===== src/rtl/cc_timer.sv =====
module cc_timer #(
  parameter int W = 32
) (
  input  logic         clk,
  input  logic         rst_n,
  input  logic         wr_en,
  input  logic [2:0]   addr,
  input  logic [W-1:0] wdata,
  output logic [W-1:0] rdata,
  input  logic         cap_in,
  output logic         pwm_out,
  output logic         gpo,
  output logic         irq
);
  localparam logic [2:0] A_CTRL = 3'd0, A_CNT = 3'd1, A_RLD = 3'd2, A_MAT = 3'd3,
                         A_CAP = 3'd4, A_STAT = 3'd5, A_IEN = 3'd6;
  localparam int PSW = 8;

  logic [14:0]    ctrl;
  logic [W-1:0]   cnt, rld, mat, cap;
  logic [2:0]     stat, ien, sync;
  logic [PSW-1:0] pcnt;
  logic           out_q;

  wire run       = ctrl[0];
  wire reload_en = ctrl[1];
  wire ps_en     = ctrl[2];
  wire [2:0] ps_sel  = ctrl[5:3];
  wire tgl       = ctrl[6];
  wire [1:0] out_src = ctrl[8:7];
  wire [1:0] edge_sel = ctrl[10:9];

  wire wr_ctrl = wr_en && addr == A_CTRL;
  wire wr_cnt  = wr_en && addr == A_CNT;
  wire wr_stat = wr_en && addr == A_STAT;

  wire [PSW:0] ps_lim = (9'd2 << ps_sel) - 9'd1;
  wire ps_last = pcnt == ps_lim[PSW-1:0];
  wire tick    = run && (!ps_en || ps_last);

  wire at_max = &cnt;
  wire [W-1:0] cnt_nxt = at_max ? rld : cnt + W'(1);
  wire ovf_ev   = tick && !wr_cnt && at_max;
  wire match_ev = tick && !wr_cnt && cnt_nxt == mat;
  wire cap_ev   = (edge_sel[0] && sync[1] && !sync[2]) ||
                  (edge_sel[1] && !sync[1] && sync[2]);
  wire out_ev   = (out_src[0] && ovf_ev) || (out_src[1] && match_ev);

  always_ff @(posedge clk or negedge rst_n) begin
    if (!rst_n) begin
      ctrl  <= '0;
      cnt   <= '0;
      rld   <= '0;
      mat   <= '0;
      cap   <= '0;
      stat  <= '0;
      ien   <= '0;
      sync  <= '0;
      pcnt  <= '0;
      out_q <= 1'b0;
    end else begin
      sync <= {sync[1:0], cap_in};

      if (wr_ctrl) ctrl <= wdata[14:0];
      else if (ovf_ev && !reload_en) ctrl[0] <= 1'b0;

      if (wr_en && addr == A_RLD) rld <= wdata;
      if (wr_en && addr == A_MAT) mat <= wdata;
      if (wr_en && addr == A_IEN) ien <= wdata[2:0];

      if (wr_cnt) cnt <= wdata;
      else if (tick) cnt <= cnt_nxt;

      if (!run || !ps_en || wr_cnt || ps_last) pcnt <= '0;
      else pcnt <= pcnt + PSW'(1);

      if (cap_ev) cap <= cnt;

      stat <= (stat & ~(wr_stat ? wdata[2:0] : 3'b000)) | {cap_ev, match_ev, ovf_ev};

      out_q <= tgl ? (out_q ^ out_ev) : out_ev;
    end
  end

  always_comb begin
    case (addr)
      A_CTRL:  rdata = W'(ctrl);
      A_CNT:   rdata = cnt;
      A_RLD:   rdata = rld;
      A_MAT:   rdata = mat;
      A_CAP:   rdata = cap;
      A_STAT:  rdata = W'(stat);
      A_IEN:   rdata = W'(ien);
      default: rdata = '0;
    endcase
  end

  assign pwm_out = out_q;
  assign gpo     = ctrl[14];
  assign irq     = |(stat & ien);
endmodule


===== config.mk =====
export PLATFORM = sky130hd
export DESIGN_NAME = cc_timer
export DESIGN_NICKNAME = d
export VERILOG_FILES = /design/src/rtl/cc_timer.sv
export SDC_FILE = /design/constraint.sdc
export NUM_CORES = 1
export LEC_CHECK = 0
export CAP_MARGIN = 5
export CORE_MARGIN = 2
export CORE_UTILIZATION = 40
export DETAILED_ROUTE_END_ITERATION = 12
export GPL_TIMING_DRIVEN = 0
export PLACE_DENSITY = 0.61
export SETUP_SLACK_MARGIN = 0.5
export SYNTH_ARGS = -nofsm -noshare
export SYNTH_HDL_FRONTEND = slang
export SYNTH_SLANG_ARGS = --single-unit

===== constraint.sdc =====
create_clock -name clk -period 9.6 [get_ports clk]
set_input_delay 1.92 -clock clk [delete_from_list [all_inputs] [get_ports clk]]
set_output_delay 1.92 -clock clk [all_outputs]
set_load 0.05 [all_outputs]

After elaboration in Yosys (flattened, before gate mapping):

Cells that the tools add are included.

* output and inout bits: 35
* input bits: 39
* bits in latches: 0
* memory bits (writable): 0
* logic and storage cells: 71
* bits in registers: 161
* memories: 0
* ROM bits: 0

* mux-type cells: 9
* shifts and indexed selects: 1
* $lt $le $gt $ge: 0
* div/mod/pow operators: 0
* $add $sub $neg: 3
* equal/unequal tests: 8
* $mul: 0
* bitwise gates (word level): 5
* reductions and logical operators: 34

Operators by type and width (number)
* $pmux 32 s7: 1
* $mux 32: 3
* $add 32x1->32 const B: 1
* $eq 32x32->1: 1
* $reduce_and 32->1: 1
* $logic_and 1x1->1: 17
* $eq 3x3->1 const B: 3
* $add 8x1->8 const B: 1
* $eq 8x8->1: 1
* $mux 8: 1
* $shl 2x3->8 const A: 1
* $sub 8x1->8 const B: 1
* $and 3x3->3: 2
* $eq 3x2->1 const B: 2
* $logic_not 1->1: 6
* $logic_or 1x1->1: 6
* $reduce_bool 2->1: 2
* $eq 3x1->1 const B: 1
* $logic_not 3->1: 1
* $mux 1: 3
* $mux 3: 1
* $not 3->3: 1
* $or 3x3->3: 1
* $reduce_or 3->1: 1
* $xor 1x1->1: 1

Logic depth before layout (Yosys ltp):

* word-level depth: 11
* mapped depth: 12
* mapped depth without buffers: 10

Worst setup path before layout:

Ideal clock, no wire load.

* path type: input to output
* from: in addr[0]
* to: out rdata[11]
* buffers on the path: 3
* required time: 7.680 ns
* arrival: 4.268 ns
* stages on the path: 6
* setup slack: 3.412 ns
* cell sequence: clkbuf_1 -> buf_1 -> clkbuf_1 -> mux4_2 -> inv_1 -> o21ai_0

* longest elaborated chain between the ends: 2
* elaborated cells on any way between the ends: 8
* classes of those cells: 6 x eq/ne; 1 x mux; 1 x reduce/logical

RTL lines
* start: declaration: RTL line 7 `input logic [2:0] addr,`
* $eq 3x3->1, or another cell as far along: RTL line 86 `case (addr)`
* $pmux 32 s7 *: RTL line 86
* end: declaration: RTL line 9 `output logic [W-1:0] rdata,`

Mark *: on every way between the ends. The rest lies on a longest branch, timed or not.

Final worst setup path:

* from: in addr[1]
* to: out rdata[20]

The elaborated chain is that of the path after synthesis.

==> summary.txt <==
Clock tree
  • Longest Clk Path Bufs: 2
  • # resized after CTS: 0
  • CTS buffer count: 17
  • CTS Root Cell: clkbuf_16
  • Clock-pin slew on the worst setup and hold paths: 0.07 ns
  • CTS tree: yes
  • Setup repair bufs after CTS: 0
  • H-tree Lvls: 4
  • CTS sink cnt: 161
  • Clk Latency, worst-skew pair: 0.45 ns
  • Cts hold-fix bufs: 0

Layout
  • P&R area growth vs syn: 19.2%
  • Fin nets: 1095
  • Fin cells: 1386
  • Final core utilization: approximately 48%
  • Finished Cell Area: 11300 sq um
  • Share of cells above drive strength 1: 16.6%
  • Fillers: 2278
  • Number of diodes: 0

Route
  • DR vias: approximately 8400
  • Remaining antenna violation count: 0
  • Routed wire per std cell: between 20 and 25 um
  • WL final: approximately 34000 um
  • DRC: 0
  • Drt pass-1 iters: 5
  • Drt initial violations: 818
  • Vias per Instance: a little over 6

Worst setup path
  • WP data required: 7.68 ns
  • Startpoint Class: input port
  • CP endpoint kind: output pin
  • Crit Path Class: in2out
  • Crit path max fanout: 10
  • Arr. time, crit path: 5.50 ns

GRT
  • First-pass GRT wire length: 51500 um
  • Tot GR Track Use: 28.2%
  • Gr ovfl total: 0
  • Initial antenna violation count: 0
  • Pin count of the biggest net entering global routing: 89
  • Number of global-route vias before repair: 8155

Synthesis
  • Mapped cell area: 9490 sq um
  • Post-synth top area share: between 40% and 50%
  • EDFF count, synth: 0
  • Post-Syn Nets: between 1000 and 1500
  • Commonest cells post-synth: 161 x dfrtp_1, 105 x mux2_2, 84 x nand2_1
  • Ys Warns: 0
  • Most common cell in the netlist: dfrtp_1
  • Synth cell types: 71
  • Synth top area cells: dfrtp_1 42%, mux2_2 12%, nand2_1 3.3%, o21ai_0 3.1%, mux4_2 2.8%
  • Register area share after synthesis: a little over two fifths
  • Post-synthesis cell count: 961
  • Synth async-reset ratio: 100%
  • FF+latch count, synth: 161
  • Syn Area/Cell: 9.88 sq um
  • Prevailing post-synth register cell: dfrtp_1
  • Biggest area consumer among synthesized cells: dfrtp_1

Pwr
  • Pleak: between 4 and 5 nW
  • Worst vdd ir: 0.122 mV
  • Power Dens Cells: ~250 nW/um^2
  • Total power: 2.77 mW

STA
  • Period Utilization, post-route: 77.3%
  • Slew Viols, Final: 0
  • Final worst path period need: ~7.4 ns
  • Final hold viol count: 0
  • # setup viols final: 0
  • TNS Setup: 0 ns
  • Post-route worst setup slack: about 2.2 ns
  • Relative slew slack: 8.47%
  • Slew @ Worst Pin: 1.37 ns
  • Achievable Freq: about 0.13 GHz
  • Fin Hold WS: 0.352 ns
  • Clock Skew: 0.0113 ns
  • RSZ-0062 raised after global routing: no

Die
  • Core area: 23400 sq um
  • Die height: 158 um
  • Die X: roughly 160 um
  • Io pins: 74
  • Starting density of the core: 40.6%
  • Full die area: 25000 sq um
  • Row count: 56

Job
  • Number of max-cap violations: 0

Worst hold path
  • Hold Path Class: reg2reg

Placed design
  • Dpl cell area: 10700 sq um
  • Final Wtd Congestion: 0.975
  • Port Buffers: 71
  • Inst Count DP: 1354
  • Place WS: between 2 and 2.5 ns
  • Post-DP HPWL: 24800 um

Outcome
  • Status: finished clean
## path summary, 6_finish.rpt
check	start	to	slack, ns	cells past startpoint
max in group asynchronous	rst_n	mat[31]$_DFFE_PN0P_	7.33	2
worst max-delay path	addr[1]	rdata[20]	2.18	6
worst max register to register	cnt[29]$_DFFE_PN0P_	pwm_out$_DFF_PN0_	4.49	11
min in group asynchronous	rst_n	pcnt[2]$_DFF_PN0_	1.42	1
worst min-delay path	sync[0]$_DFF_PN0_	sync[1]$_DFF_PN0_	0.35	0
worst min register to register	sync[0]$_DFF_PN0_	sync[1]$_DFF_PN0_	0.35	0
## flip-flops by register name, indices dropped and copies added, names as in the netlist
name	count
rld	32
sync	3
ien	3
cap	32
cnt	32
mat	32
pwm_out	1
ctrl	15
pcnt	8
stat	3
## power by group
| group | internal [mW] | total [mW] | switching (mW) |
|---|---|---|---|
| Combinational | 0.403 | 0.942 | 0.538 |
| Sequential | 0.867 | 1.06 | 0.195 |
| Clock | 0.445 | 0.771 | 0.326 |
## cell type report
type                       count  area [sq um]  area share (%)
buffer                        72           283            2.50
multi-input combinational    686          5030            44.5
tap                          319           399            3.53
timing repair buffer          74           766            6.77
inverter                      42           158            1.39
clock buffer                  17           425            3.76
clock inverter                15           220            1.95
sequential                   161          4030            35.6
## per-layer routing
layer	global-route usage (%)	vias to the layer above	wire length [um]
li1	-	3755	-
met1	37.8	4255	14700
met2	45.2	359	15900
met3	5.20	66	2330
met4	11.1	0	1170
met5	0	-	0
## worst max-delay path: stages
cell and delay [ns]:
clkdlybuf4s50_1 0.63, inv_1 0.18, nor2_1 1.06, clkbuf_1 0.61
a221o_1 0.28, clkdlybuf4s50_1 0.80
## placed cells by master (no fill, tap or decap), drive strengths merged, types with 10 or more instances in the layout
cell type	Yosys	routed
dfrtp	161	161
mux2	105	105
nand2	84	84
clkbuf	59	76
clkdlybuf4s50	0	70
o21ai	60	60
nor2	56	56
inv	42	49
a21oi	39	39
nand3	33	33
xnor2	22	22
nand4	20	20
a221o	18	18
nor3	18	18
a211oi	17	17
a22o	17	17
xor2	17	17
buf	13	17
nor4	15	15
mux2i	14	14
mux4	13	13
o31ai	10	10
## kinds of logic (layout without fill, tap and decap cells)
kind of cell	after synthesis	in the layout	share of synthesized area, %
and+or+nand+nor	281	281	15.0
adders and majority gates	2	2	0.264
AOI/OAI and AO/OA	232	232	17.0
buffers and inverters	114	220	4.64
DFF	161	161	42.4
xor gates and xnor gates	39	39	3.60
muxes	132	132	17.1
No activity file was read; power rests on OpenSTA's default activity.
